===== src/rtl/wake_pkg.sv =====
package wake_pkg;

    localparam int NPIN = 5;
    localparam int NGP  = 3;
    localparam int NSRC = 6;

    localparam int SRC_GPA = 0;
    localparam int SRC_GPB = 1;
    localparam int SRC_GPC = 2;
    localparam int SRC_BTN = 3;
    localparam int SRC_RXD = 4;
    localparam int SRC_TMR = 5;

    typedef logic [NSRC-1:0] src_vec_t;

    // 1 = rising-edge source, 0 = high-level source (pin sources only)
    localparam src_vec_t RISE_MODE = 6'b01_0001;

    typedef enum logic {
        REG_ENABLE  = 1'b0,
        REG_FLAGCLR = 1'b1
    } reg_addr_t;

    typedef struct packed {
        logic wr_en;
        logic wr_clr;
    } reg_op_t;

    function automatic reg_op_t decode_op(input logic wr, input reg_addr_t addr);
        reg_op_t op;
        op.wr_en  = wr && (addr == REG_ENABLE);
        op.wr_clr = wr && (addr == REG_FLAGCLR);
        return op;
    endfunction

endpackage


===== src/rtl/wake_sync.sv =====
module wake_sync #(
    parameter int W = 5
) (
    input  logic         clk,
    input  logic         rst,
    input  logic [W-1:0] d,
    output logic [W-1:0] q
);
    logic [W-1:0] meta;

    always_ff @(posedge clk) begin
        if (rst) begin
            meta <= '0;
            q    <= '0;
        end else begin
            meta <= d;
            q    <= meta;
        end
    end
endmodule


===== src/rtl/wake_debounce.sv =====
module wake_debounce #(
    parameter int SAMPLES = 32,
    parameter int CW      = $clog2(SAMPLES + 1)
) (
    input  logic          clk,
    input  logic          rst,
    input  logic          level,
    input  logic          tick,
    output logic          stable,
    output logic [CW-1:0] cnt
);
    localparam logic [CW-1:0] FULL = CW'(SAMPLES);

    always_ff @(posedge clk) begin
        if (rst || !level) begin
            cnt <= '0;
        end else if (tick && cnt != FULL) begin
            cnt <= cnt + 1'b1;
        end
    end

    assign stable = (cnt == FULL);
endmodule


===== src/rtl/wake_timer.sv =====
module wake_timer #(
    parameter int TW = 16
) (
    input  logic          clk,
    input  logic          rst,
    input  logic          load,
    input  logic [TW-1:0] load_val,
    input  logic          run,
    input  logic          tick,
    output logic          fire
);
    logic          armed;
    logic [TW-1:0] cnt;
    logic          step;

    assign step = armed && run && tick && !load;
    assign fire = step && (cnt <= TW'(1));

    always_ff @(posedge clk) begin
        if (rst) begin
            armed <= 1'b0;
            cnt   <= '0;
        end else if (load) begin
            armed <= 1'b1;
            cnt   <= load_val;
        end else if (step) begin
            if (cnt <= TW'(1)) begin
                armed <= 1'b0;
                cnt   <= '0;
            end else begin
                cnt <= cnt - 1'b1;
            end
        end
    end
endmodule


===== src/rtl/wake_agg.sv =====
module wake_agg
    import wake_pkg::*;
#(
    parameter int TMR_W      = 16,
    parameter int DB_SAMPLES = 32
) (
    input  logic             clk,
    input  logic             rst,
    input  logic [NPIN-1:0]  pin_raw,
    input  logic [NGP-1:0]   gp_is_input,
    input  logic             sleep_mode,
    input  logic             slow_tick,
    input  logic [TMR_W-1:0] tmr_load,
    input  logic             reg_wr,
    input  logic             reg_addr,
    input  logic [NSRC-1:0]  reg_wdata,
    output logic             wake_req,
    output logic [NSRC-1:0]  wake_flags
);
    localparam int DB_CW = $clog2(DB_SAMPLES + 1);

    reg_op_t          op;
    logic [NPIN-1:0]  pin_s;
    src_vec_t         en_q, en_nx, gate, hit, clr_mask, flags_nx;
    logic             sleep_q, entry;
    logic             btn_lvl, btn_ok, tmr_fire;
    logic [DB_CW-1:0] db_cnt;
    logic             req_cond, req_prev;

    assign op = decode_op(reg_wr, reg_addr_t'(reg_addr));

    wake_sync #(.W(NPIN)) u_sync (
        .clk (clk),
        .rst (rst),
        .d   (pin_raw),
        .q   (pin_s)
    );

    assign btn_lvl = pin_s[SRC_BTN];

    wake_debounce #(.SAMPLES(DB_SAMPLES), .CW(DB_CW)) u_db (
        .clk    (clk),
        .rst    (rst),
        .level  (btn_lvl),
        .tick   (slow_tick),
        .stable (btn_ok),
        .cnt    (db_cnt)
    );

    wake_timer #(.TW(TMR_W)) u_tmr (
        .clk      (clk),
        .rst      (rst),
        .load     (op.wr_en && reg_wdata[SRC_TMR]),
        .load_val (tmr_load),
        .run      (sleep_q),
        .tick     (slow_tick),
        .fire     (tmr_fire)
    );

    assign en_nx = op.wr_en ? reg_wdata : en_q;

    for (genvar i = 0; i < NSRC; i++) begin : g_src
        if (i == SRC_BTN) begin : g_btn
            assign hit[i] = btn_ok;
        end else if (i == SRC_TMR) begin : g_tmr
            assign hit[i] = tmr_fire;
        end else if (RISE_MODE[i]) begin : g_rise
            logic prev_q;
            always_ff @(posedge clk) begin
                if (rst) prev_q <= 1'b0;
                else     prev_q <= pin_s[i];
            end
            assign hit[i] = pin_s[i] && !prev_q;
        end else begin : g_level
            assign hit[i] = pin_s[i];
        end

        if (i < NGP) begin : g_cfg
            assign gate[i] = en_nx[i] && gp_is_input[i];
        end else begin : g_nocfg
            assign gate[i] = en_nx[i];
        end
    end

    assign entry    = sleep_mode && !sleep_q;
    assign clr_mask = op.wr_clr ? reg_wdata : '0;
    assign flags_nx = (((entry ? '0 : wake_flags) & ~clr_mask) | hit) & gate;

    assign req_cond = sleep_q && (|wake_flags);

    always_ff @(posedge clk) begin
        if (rst) begin
            en_q       <= '0;
            wake_flags <= '0;
            sleep_q    <= 1'b0;
            req_prev   <= 1'b0;
            wake_req   <= 1'b0;
        end else begin
            en_q       <= en_nx;
            wake_flags <= flags_nx;
            sleep_q    <= sleep_mode;
            req_prev   <= req_cond;
            wake_req   <= req_cond && !req_prev;
        end
    end
endmodule


===== config.mk =====
export PLATFORM = sky130hd
export DESIGN_NAME = wake_agg
export DESIGN_NICKNAME = d
export VERILOG_FILES = /design/src/rtl/wake_pkg.sv /design/src/rtl/wake_sync.sv /design/src/rtl/wake_debounce.sv /design/src/rtl/wake_timer.sv /design/src/rtl/wake_agg.sv
export SDC_FILE = /design/constraint.sdc
export NUM_CORES = 1
export LEC_CHECK = 0
export BUFFER_PORTS_ARGS = -buffer_cell sky130_fd_sc_hd__buf_2
export CAP_MARGIN = 10
export CORE_AREA = 2 2 68 70
export CTS_CLUSTER_DIAMETER = 100
export CTS_CLUSTER_SIZE = 24
export DETAILED_ROUTE_END_ITERATION = 16
export DIE_AREA = 0 0 70 72
export GPL_ROUTABILITY_DRIVEN = 0
export PLACE_DENSITY = 0.77
export SYNTH_ARGS = -nofsm -noshare
export SYNTH_HDL_FRONTEND = slang
export SYNTH_SLANG_ARGS = --single-unit

===== constraint.sdc =====
create_clock -name clk -period 2.25 [get_ports clk]
set_clock_uncertainty 0.15 [all_clocks]
set_input_delay 0.3375 -clock clk [delete_from_list [all_inputs] [get_ports clk]]
set_output_delay 0.3375 -clock clk [all_outputs]
set_load 0.01 [all_outputs]

-- Word level (Yosys, flattened, before mapping)
Index checks and enable logic that the tools add are counted.
- bits in registers: 50
- input port bits: 36
- output and inout port bits: 7
- logic and storage cells: 58
- add/sub/neg operators: 2
- magnitude comparators: 1
- eq/ne operators: 2
- muxes and demuxes: 9
- bitwise gates (word level): 5
- reduce and logical (&&, ||, !) cells: 27
- operator list (cell ; number):
    $mux W16 ; 3
    $mux W6 ; 3
    $le A16 B1 Y1 const B ; 1
    $logic_and A1 B1 Y1 ; 16
    $sub A16 B1 Y16 const B ; 1
    $and A6 B6 Y6 ; 2
    $add A6 B1 Y6 const B ; 1
    $eq A6 B6 Y1 const B ; 1
    $logic_not A1 Y1 ; 6
    $ne A6 B6 Y1 const B ; 1
    $not A6 Y6 ; 1
    $or A6 B6 Y6 ; 1
    $reduce_or A6 Y1 ; 1
    $reduce_bool A2 Y1 ; 2
    $mux W1 ; 3
    $reduce_and A2 Y1 ; 1
    $logic_or A1 B1 Y1 ; 1
    $not A1 Y1 ; 1

-- Longest topological paths before layout
Gate-level depths: netlist of the first run.
- depth after elaboration: 8
- gate-level depth with buffers: 6
- depth with buffers taken out: 6

-- By module
From an unflattened synthesis of the first run, not the netlist that was laid out.
- cells, all modules: 252
- area total of the unflattened synthesis: 2255.9 um^2
- modules (own cells, without submodules) (module ; instances ; cells each ; area an instance (um^2) ; sequential area each (um^2)):
    wake_timer ; 1 ; 133 ; 1053.5 ; 340.3
    wake_agg ; 1 ; 62 ; 623.1 ; 340.3
    wake_debounce ; 1 ; 37 ; 316.6 ; 120.1
    wake_sync ; 1 ; 20 ; 262.8 ; 200.2

-- Least setup slack after synthesis of the first run
OpenSTA, ideal clock, no wires.
- path type: register to register
- start point: reg u_tmr.cnt[6]
- end point: reg u_tmr.cnt[9]
- setup time: 0.135 ns
- data arrival time: 1.524 ns
- data required time: 1.965 ns
- path slack: 0.441 ns
- stages on the path, launching flop included: 6
- path buffers: 1
- clock period less this slack: 1.809 ns
- cells stage by stage: dfxtp_1 > or4_1 > buf_2 > or3_4 > nand4b_1 > o311ai_2
- cells in the longest elaborated chain, start to end: 4
- elaborated cells between the ends (all ways): 5
- those cells by class: add/sub: 1; order compare: 1; mux: 3
- ends and longest elaborated chain (element ; line ; text):
    start, declared ; wake_timer.sv:13 ; logic [TW-1:0] cnt;
    start signal, assigned ; wake_timer.sv:25 ; cnt <= load_val;
    start signal, assigned ; wake_timer.sv:31 ; cnt <= cnt - 1'b1;
    $sub A16 B1 Y16 or $le A16 B1 Y1 (tied branches) ; wake_timer.sv:31, wake_timer.sv:27 ;
    $mux W16 (*) ; wake_timer.sv:27 ; if (cnt <= TW'(1)) begin
    $mux W16 (*) ; wake_timer.sv:26 ; end else if (step) begin
    $mux W16 (*) ; wake_timer.sv:23 ; end else if (load) begin
Mark *: on every way between the ends. The rest lies on a longest branch, timed or not. The select of a mux whose other input is x is not followed.
A chain may end at the register's enable or synchronous reset.

-- Final worst setup path of the first run
- start point: reg u_tmr.cnt[6]
- end point: reg u_tmr.cnt[8]
The elaborated chain is that of the path after synthesis.

==> key figures, run 1 <==
Status
  – Outcome: complete, no violations

Power
  – Pwr per Cell Area: 676 nW/um2
  – Worst IR Drop VDD: 0.000442 V
  – Power after layout: 1.81 mW
  – Static leakage: 1.12 nW

Timing
  – Final setup vio count: 0
  – Min cycle time layout: 1.95 ns
  – Total negative setup slack: 0 ns
  – Worst slew pin tran: 0.456 ns
  – Number of hold-slack violations in the final timing report: 0
  – Highest clock frequency the design can meet: 512 MHz
  – Post-route clock period utilization: 86.9%
  – Rel. slew slack: 69.3%
  – Final Slew Violations: 0
  – RSZ-0062 raised after global routing: false

Layout
  – Post-route cell area: 2670 um2
  – Count of fill cells added during filler insertion: 361
  – Diodes inserted: 0
  – Area of combinational cells with multiple inputs: 1180 um2
  – Util after Layout: 62.7%
  – Final instance count without filler cells: 350
  – Nets: 337
  – Storage cell area: 1000 um2
  – Ratio of cells with drive above 1 in the final layout: 22.8%
  – P&R area growth vs syn: 18.2%

Worst setup path
  – Critical path data required time: 2.28 ns
  – Number of cell instances on the worst register-to-register path: 4
  – Worst path max stage delay: 0.67 ns
  – Type of the setup path with the least slack: reg2reg
  – Slowest stage cell, crit path: or4_1
  – Capturing element type of the critical path: flop
  – Arrival time at the worst endpoint: 1.98 ns
  – R2R Setup Slk: 0.30 ns
  – Worst reg2reg path endpoint: u_tmr.cnt[8]$_SDFFE_PP0P_
  – CP cell instances: or4_1, o21ai_0, buf_4, o311ai_0
  – Critical path fanouts, max: 8
  – RR Startpoint: u_tmr.cnt[6]$_SDFFE_PP0P_
  – Element type at the critical path start: flop

Global route
  – Pin count of the biggest net entering global routing: 45
  – Number of antenna violations at the first check in global routing: 0
  – Overall fraction of global-route tracks in use: 20.9%
  – Via count of the first global-routing pass: 1887
  – First-pass GRT wire length: 8.40 mm
  – Overflow left after global routing: 0

Place
  – Count of buffers inserted at the top-level ports: 42
  – Placed Area: 2570 um2
  – Number of cells after detailed placement: 342
  – DP HPWL: 3.63 mm

Worst hold path
  – Hold Path Sink: u_sync.meta[2]$_SDFF_PP0_
  – Hold Path Depth: 2
  – Source of the worst hold timing path: pin_raw[2]
  – Class of the tightest hold or removal check: in2reg

Routing
  – Vias after detailed routing: 1991
  – Antenna Violating Nets Remaining: 0
  – First-pass iteration count of the detailed router: 4
  – Vias per cell: 5.69
  – Total wire length: 4.98 mm
  – DRC errors left: 0
  – Wire per inst: 14.2 um
  – First-iteration detailed-routing DRC count: 125

Job
  – Max_cap viols: 0

Clock tree
  – Clock network latency to the later pin of the worst-skew pair: 0.30 ns
  – Clock-pin transition on the worst setup and hold timing paths: 0.09 ns
  – Number of buffers created by CTS: 5
  – Max Buffers Root-to-Sink: 2
  – Hold buffer count at cts: 0
  – Clock tree from TritonCTS: yes
  – Root Buffer: clkbuf_8
  – Number of H-tree levels: 2
  – Post-CTS sizing: 0
  – Clock net sink count: 50
  – Number of buffers inserted to repair setup after CTS: 0

Floorplanning
  – Area of the core region: 4260 um2
  – Starting Density: 53.1%
  – Number of cell rows: 24
  – Total I/O pin count: 43
  – Area of the die: 5040 um2
  – Height of the chip: 72 um
  – Die X-Extent: 70 um

Yosys
  – Post-Syn Instances: 249
  – Number of nets in the synthesized netlist: 289
  – Cell variety after synth: 48
  – Mean post-synth cell area: 9.09 um2
  – Number of enable flip-flop cells after synthesis: 0
  – Netlist area before placement: 2260 um2
  – Async set-or-reset flop fraction in the synthesized netlist: 0%
  – Synthesis warning total: 0
  – Leading register cell type out of synthesis: dfxtp_1
  – Flops & latches, synth: 50
  – Post-synthesis sequential area ratio: 44.2%
[cells by family (layout without fill, tap and decap cells)]
family | count (synthesis) | count (layout) | share of synthesized area [%]
AND/OR/NAND/NOR | 100 | 100 | 25.4
multiplexers | 6 | 6 | 2.65
buffers and inverters | 21 | 70 | 3.71
AO/OA/AOI/OAI | 58 | 58 | 17.9
flip-flops | 50 | 50 | 44.2
adder cells (fa/ha/maj) | 4 | 4 | 2.21
XOR/XNOR | 10 | 10 | 3.87
[power breakdown]
group | switching [mW] | internal (mW) | leakage [nW]
sequential | 0.0317 | 0.916 | 0.408
clock | 0.306 | 0.253 | 0.0514
combinational | 0.156 | 0.144 | 0.659
total | 0.493 | 1.31 | 1.12
[sequential cells by signal, summed over array words and instances (netlist names)]
register / flops
u_tmr.cnt: 16
en_q: 6
u_db.cnt: 6
wake_flags: 6
u_sync.meta: 5
u_sync.q: 5
g_src.g_rise.prev_q: 2
req_prev: 1
sleep_q: 1
u_tmr.armed: 1
wake_req: 1
[critical path, delay by kind of cell (launching register included)]
family	cells	cell delay [ns]
flops	1	0.37
buf+inv	1	0.22
compound gates	2	0.42
simple gates	1	0.67
[cell usage in the layout (no fill, tap or decap), types with 2 or more instances in the layout]
cell type  instances
a22oi_1            9
mux2i_1            6
a211oi_1           2
o22ai_1            9
clkinv_4           2
nor2_1            22
xor2_1             7
a32oi_1            3
nand2b_1           4
ha_1               4
a21o_1             2
nand4_1            7
nor4_1             6
a21oi_1           11
nand4b_1           2
nand2_1           13
buf_4             12
inv_1              8
clkbuf_8           6
xnor2_1            3
nand3b_1           3
nor2b_1           14
nor3b_1            3
o41ai_1            2
o211a_1            2
nand3_1            7
o211ai_1           3
and3b_1            2
and2_1             2
buf_2             42
o21ai_0            7
dfxtp_1           50
nor3_1             6
or3_1              2
[final cells by class]
type | count | area share [%]
well taps | 52 | 2.43
flip-flops and latches | 50 | 37.4
inverters | 8 | 1.12
multi-input cells | 178 | 44.0
clock inverters | 2 | 0.655
repair buffers | 54 | 11.2
clock buffers | 6 | 3.09
[synth_stat cells, types with 2 or more instances]
cell / instances / share of area, %
nor4_1: 6 / 1.7
o211a_1: 2 / 0.88
nor3b_1: 3 / 1.0
a21o_1: 2 / 0.66
and3b_1: 2 / 0.77
nand2_1: 13 / 2.2
a22oi_1: 9 / 3.0
nor2b_1: 14 / 3.9
o211ai_1: 3 / 1.0
mux2i_1: 6 / 2.7
ha_1: 4 / 2.2
and2_1: 2 / 0.55
clkbuf_1: 11 / 1.8
nand3b_1: 3 / 1.0
a32oi_1: 3 / 1.2
nand3_1: 7 / 1.5
o22ai_1: 9 / 2.5
nand2b_1: 4 / 1.1
o41ai_1: 2 / 0.77
nor3_1: 6 / 1.3
a211oi_1: 2 / 0.66
xor2_1: 7 / 2.7
inv_1: 8 / 1.3
a21oi_1: 11 / 2.4
nand4b_1: 2 / 0.77
xnor2_1: 3 / 1.2
nor2_1: 22 / 3.7
dfxtp_1: 50 / 44
o21ai_0: 7 / 1.5
or3_1: 2 / 0.55
nand4_1: 7 / 1.9
[worst max-delay path by stage]
stage	start	cells after the start	endpoint	slack, ns
3_3_place_gp	u_tmr.cnt[6]$_SDFFE_PP0P_	4	u_tmr.cnt[9]$_SDFFE_PP0P_	0.36
4_1_cts	u_tmr.cnt[6]$_SDFFE_PP0P_	4	u_tmr.cnt[9]$_SDFFE_PP0P_	0.31
5_1_grt	u_tmr.cnt[1]$_SDFFE_PP0P_	6	u_tmr.cnt[8]$_SDFFE_PP0P_	0.06
3_5_place_dp	u_tmr.cnt[6]$_SDFFE_PP0P_	4	u_tmr.cnt[9]$_SDFFE_PP0P_	0.32
2_1_floorplan	u_tmr.cnt[6]$_SDFFE_PP0P_	5	u_tmr.cnt[9]$_SDFFE_PP0P_	0.44
6_report	u_tmr.cnt[6]$_SDFFE_PP0P_	4	u_tmr.cnt[8]$_SDFFE_PP0P_	0.30
[per-layer routing]
layer | vias up | global-route usage, % | part of all wire (%)
li1 | 1006 | - | -
met1 | 916 | 27.3 | 47
met2 | 64 | 33.9 | 46
met3 | 5 | 4.86 | 5.7
met4 | 0 | 8.12 | 1.1
met5 | - | 0 | 0
[metrics by stage]
stage          hold slack [ns]  setup WS [ns]
2_1_floorplan            0.217          0.441
3_3_place_gp             0.221          0.363
3_5_place_dp             0.237          0.320
4_1_cts                 0.0774          0.311
5_1_grt                 0.0893         0.0648
6_report                0.0888          0.295
Note: power is estimated with default switching activity, not from simulation.
==> inputs of run 2 (changes only) <==
==> constraint.sdc (replaced) <==
create_clock -name clk -period 2.25 [get_ports clk]
set_clock_uncertainty 0.15 [all_clocks]
set_input_delay 0.45 -clock clk [delete_from_list [all_inputs] [get_ports clk]]
set_output_delay 0.45 -clock clk [all_outputs]
set_load 0.01 [all_outputs]
==> key figures, run 2 (synthesis results as in run 1) <==
Layout
  – Util after Layout: 62.5%
  – P&R area growth vs syn: 17.9%
  – Max reg flops: 16
  – Final instance count without filler cells: 349
  – Register with the highest flop count: u_tmr.cnt
  – Nets: 336
  – Top library cells by usage in the layout, fill and taps aside: dfxtp_1 (50), buf_2 (42), nor2_1 (22), nor2b_1 (14), nand2_1 (13)
  – Ratio of cells with drive above 1 in the final layout: 22.6%
  – Diodes inserted: 0
  – Most frequent standard cell in the layout excluding fill and tap cells: dfxtp_1

Power
  – Internal power consumption: 1.31 mW
  – Pwr per Cell Area: 675 nW/um2
  – Static leakage: 1.11 nW
  – Sequential Power Share: 52.7%
  – Switching pwr: 0.487 mW
  – Power after layout: 1.80 mW
  – Worst IR Drop VDD: 0.000434 V
  – Combinational fraction of design power: 16.5%
  – Share of total power in the clock network: 30.8%
  – Sw Ratio: 27.1%

Routing
  – Sum of met3 wire segment lengths after detailed routing: 328 um
  – DRC errors left: 0
  – Wl on met1: 2.36 mm
  – Total wire length: 5.01 mm
  – Wire per inst: 14.3 um
  – Antenna Violating Nets Remaining: 0
  – First-iteration detailed-routing DRC count: 92
  – First-pass iteration count of the detailed router: 4
  – Vias per cell: 5.70
  – Vias after detailed routing: 1990
  – Highest metal used: met4
  – Metal2 WL: 2.28 mm

Clock tree
  – Clock net sink count: 50
  – Hold buffer count at cts: 0
  – Root Buffer: clkbuf_8
  – Post-CTS sizing: 0
  – Clock tree from TritonCTS: yes
  – Number of H-tree levels: 2
  – Number of buffers created by CTS: 5
  – Clock-pin transition on the worst setup and hold timing paths: 0.09 ns
  – Clock network latency to the later pin of the worst-skew pair: 0.31 ns
  – Max Buffers Root-to-Sink: 2
  – Number of buffers inserted to repair setup after CTS: 0

Floorplanning
  – Number of cell rows: 24
  – Height of the chip: 72 um
  – Die X-Extent: 70 um
  – Starting Density: 53.1%
  – Area of the die: 5040 um2
  – Area of the core region: 4260 um2
  – Total I/O pin count: 43

Worst setup path
  – Worst path max stage delay: 0.43 ns
  – Element type at the critical path start: flop
  – Capturing element type of the critical path: flop
  – CP cell instances: inv_1, ha_1, o2111ai_2, o21ai_0, buf_4, o311ai_0
  – Family with the most delay on the worst path: compound AO/OA/AOI/OAI gates
  – Critical path fanouts, max: 7
  – Critical path data required time: 2.30 ns
  – Type of the setup path with the least slack: reg2reg
  – Slowest stage cell, crit path: dfxtp_1
  – Buf+Inv Stages, Crit Path: 2
  – Arrival time at the worst endpoint: 2.01 ns

Global route
  – Number of antenna violations at the first check in global routing: 0
  – Via count of the first global-routing pass: 1889
  – Pin count of the biggest net entering global routing: 45
  – Overflow left after global routing: 0
  – First-pass GRT wire length: 8.58 mm
  – Overall fraction of global-route tracks in use: 21.2%

Status
  – Outcome: complete, no violations

Timing
  – Total negative setup slack: 0 ns
  – Rel. slew slack: 70.0%
  – Final setup vio count: 0
  – Fin Hold WS: 0.200 ns
  – Number of hold-slack violations in the final timing report: 0
  – RSZ-0062 raised after global routing: false
  – Min cycle time layout: 1.96 ns
  – Post-route clock period utilization: 87.1%
  – Worst slew pin tran: 0.446 ns
  – Final Slew Violations: 0
  – Highest clock frequency the design can meet: 510 MHz

Place
  – Count of buffers inserted at the top-level ports: 42
  – DP HPWL: 3.61 mm
  – Number of cells after detailed placement: 341

Worst hold path
  – Class of the tightest hold or removal check: in2reg

Job
  – Max_cap viols: 0
run 2: changes by cell type in the layout (fill, tap and decap cells not counted):
cell / before / now
buf_4: 12 / 11
run 2: final cells by class:
class	instances	area, um2
fillers	388	1600
repair buffers	53	293
inverters	8	30.0
multi-input cells	178	1180
flip-flops and latches	50	1000
clock inverters	2	17.5
clock buffers	6	82.6
well taps	52	65.1
run 2: power by group through the flow:
stage | Sequential (mW) | Combinational [mW] | Clock (mW)
finish | 0.948 | 0.297 | 0.555
global route | 0.952 | 0.331 | 0.601
floorplan | 0.959 | 0.204 | 0
CTS | 0.947 | 0.296 | 0.569
global placement | 0.966 | 0.291 | 0
detailed placement | 0.968 | 0.293 | 0
run 2: worst paths after layout:
check / startpoint / to / slack, ns / cells past startpoint
worst max register to register: u_tmr.cnt[0]$_SDFFE_PP0P_ / u_tmr.cnt[8]$_SDFFE_PP0P_ / 0.29 / 6
worst max-delay path: u_tmr.cnt[0]$_SDFFE_PP0P_ / u_tmr.cnt[8]$_SDFFE_PP0P_ / 0.29 / 6
worst min register to register: req_prev$_SDFF_PP0_ / wake_req$_SDFF_PP0_ / 0.24 / 1
worst min-delay path: pin_raw[1] / u_sync.meta[1]$_SDFF_PP0_ / 0.20 / 2
run 2: stage by stage:
stage	setup slack [ns]	instance area (um2)
final	0.289	2670
after detailed placement	0.342	2570
after CTS	0.319	2670
after global routing	0.156	2670
after global placement	0.367	2570
after floorplan	0.441	2260
run 2: metal layers:
layer	GRT usage, %	vias to the layer above
met3	5.42	2
met1	28.0	930
met5	0	-
li1	-	1001
met2	34.6	57
met4	6.62	0
==> inputs of run 3 (changes only) <==
Settings changed: MAX_ROUTING_LAYER set to met4.
Clock period 2.25 ns to 2 ns, I/O delays scaled along.
==> key figures, run 3 (synthesis results as in run 1) <==
Status
  – Outcome: complete, no violations

Routing
  – First-iteration detailed-routing DRC count: 147
  – DRC errors left: 0
  – Total wire length: 4.96 mm
  – Vias after detailed routing: 1999
  – Wire per inst: 14.1 um
  – Vias per cell: 5.70
  – First-pass iteration count of the detailed router: 4
  – Antenna Violating Nets Remaining: 0

Clock tree
  – Root Buffer: clkbuf_8
  – Clock tree from TritonCTS: yes
  – Number of buffers inserted to repair setup after CTS: 0
  – Number of H-tree levels: 2
  – Clock network latency to the later pin of the worst-skew pair: 0.30 ns
  – Clock-pin transition on the worst setup and hold timing paths: 0.09 ns
  – Number of buffers created by CTS: 5
  – Clock net sink count: 50
  – Max Buffers Root-to-Sink: 2

Layout
  – Register with the highest flop count: u_tmr.cnt
  – Max reg flops: 16
  – Most frequent standard cell in the layout excluding fill and tap cells: dfxtp_1
  – Diodes inserted: 0
  – P&R area growth vs syn: 18.1%
  – Nets: 339
  – Top library cells by usage in the layout, fill and taps aside: dfxtp_1 (50), buf_2 (42), nor2_1 (22), nor2b_1 (14), buf_4 (14)
  – Ratio of cells with drive above 1 in the final layout: 23.1%
  – Count of fill cells added during filler insertion: 374

Worst setup path
  – Element type at the critical path start: flop
  – Worst reg2reg path endpoint: u_tmr.cnt[9]$_SDFFE_PP0P_
  – Critical path fanouts, max: 8
  – Type of the setup path with the least slack: reg2reg
  – Capturing element type of the critical path: flop
  – Critical path data required time: 2.03 ns
  – Arrival time at the worst endpoint: 1.93 ns
  – RR Startpoint: u_tmr.cnt[7]$_SDFFE_PP0P_
  – R2R Setup Slk: 0.10 ns
  – Number of cell instances on the worst register-to-register path: 4

Power
  – Power after layout: 1.97 mW
  – Static leakage: 1.12 nW
  – Pwr per Cell Area: 737 nW/um2
  – Worst IR Drop VDD: 0.000448 V

Timing
  – RSZ-0062 raised after global routing: false
  – Highest clock frequency the design can meet: 527 MHz
  – Final Slew Violations: 0
  – Total negative setup slack: 0 ns
  – Worst slew pin tran: 0.686 ns
  – Rel. slew slack: 54.1%
  – Number of hold-slack violations in the final timing report: 0
  – Post-route clock period utilization: 94.9%
  – Final setup vio count: 0
  – Min cycle time layout: 1.90 ns

Floorplanning
  – Height of the chip: 72 um
  – Number of cell rows: 24
  – Starting Density: 53.1%
  – Area of the core region: 4260 um2
  – Total I/O pin count: 43
  – Area of the die: 5040 um2
  – Die X-Extent: 70 um

Job
  – Max_cap viols: 0

Worst hold path
  – Source of the worst hold timing path: pin_raw[3]
  – Hold Path Sink: u_sync.meta[3]$_SDFF_PP0_
  – Hold Path Depth: 2
  – Class of the tightest hold or removal check: in2reg

Global route
  – Pin count of the biggest net entering global routing: 45
  – Overall fraction of global-route tracks in use: 22.2%
  – Number of antenna violations at the first check in global routing: 0
  – Overflow left after global routing: 0
  – Via count of the first global-routing pass: 1843
  – First-pass GRT wire length: 8.74 mm

Place
  – DP HPWL: 3.58 mm
  – Count of buffers inserted at the top-level ports: 42
## run 3: cell count changes in the layout (fill, tap and decap cells not counted)
cell	before	now
clkinvlp_4	0	2
clkbuf_8	6	5
clkinv_4	2	0
o21ai_1	1	2
o21ai_0	7	6
buf_4	11	14
## run 3: routing by layer
metal	wire (um)	vias up	track usage (%)
li1	-	1009	-
met1	2480	928	30.6
met2	2190	55	33.2
met4	46	0	5.98
met3	243	7	5.00
met5	0	-	-
## run 3: power by group
group	leakage, nW	total, mW	switching, mW	internal, mW
clock	0.0362	0.561	0.322	0.239
sequential	0.408	1.06	0.0307	1.03
combinational	0.671	0.349	0.179	0.170
total	1.12	1.97	0.531	1.44
## run 3: how the worst max path moves through the flow
| stage | start | endpoint | slack (ns) | cells after the start |
|---|---|---|---|---|
| floorplan | u_tmr.cnt[6]$_SDFFE_PP0P_ | u_tmr.cnt[9]$_SDFFE_PP0P_ | 0.19 | 5 |
| global placement | u_tmr.cnt[7]$_SDFFE_PP0P_ | u_tmr.cnt[8]$_SDFFE_PP0P_ | 0.13 | 4 |
| detailed placement | slow_tick | u_tmr.cnt[10]$_SDFFE_PP0P_ | 0.12 | 5 |
| CTS | u_tmr.cnt[7]$_SDFFE_PP0P_ | u_tmr.cnt[8]$_SDFFE_PP0P_ | 0.09 | 4 |
| global route | u_tmr.cnt[7]$_SDFFE_PP0P_ | u_tmr.cnt[9]$_SDFFE_PP0P_ | 0.04 | 4 |
| finish | u_tmr.cnt[7]$_SDFFE_PP0P_ | u_tmr.cnt[9]$_SDFFE_PP0P_ | 0.10 | 4 |
## run 3: final cells by class
| cell class | count | area [um2] | share of cell area (%) |
|---|---|---|---|
| Clock buffer | 5 | 68.8 | 2.57 |
| Clock inverter | 2 | 15.0 | 0.562 |
| Inverter | 8 | 30.0 | 1.12 |
| Multi-Input combinational cell | 178 | 1180 | 44.1 |
| Sequential cell | 50 | 1000 | 37.5 |
| Tap cell | 52 | 65.1 | 2.43 |
| Timing Repair Buffer | 56 | 315 | 11.8 |
## run 3: worst max-delay path: stages (launching register included)
cell and delay, ns:
dfxtp_1 0.36, or4_1 0.66, or3_4 0.38, nand4b_1 0.12
o311ai_2 0.10
## run 3: timing repair
action	CTS	global route
resized for setup	0	1
hold buffers	0	0
setup endpoints to repair	0	1
## run 3: through the flow
step                area, um2  hold slack, ns  setup slack [ns]  util (%)  cells
CTS                      2670           0.147            0.0862      62.7    351
global route             2670           0.145            0.0410      62.7    351
finish                   2670           0.153             0.101      62.7    351
detailed placement       2590           0.223             0.116      60.7    344
floorplan                2260           0.217             0.191         -    249
global placement         2590           0.220             0.130      60.7    344
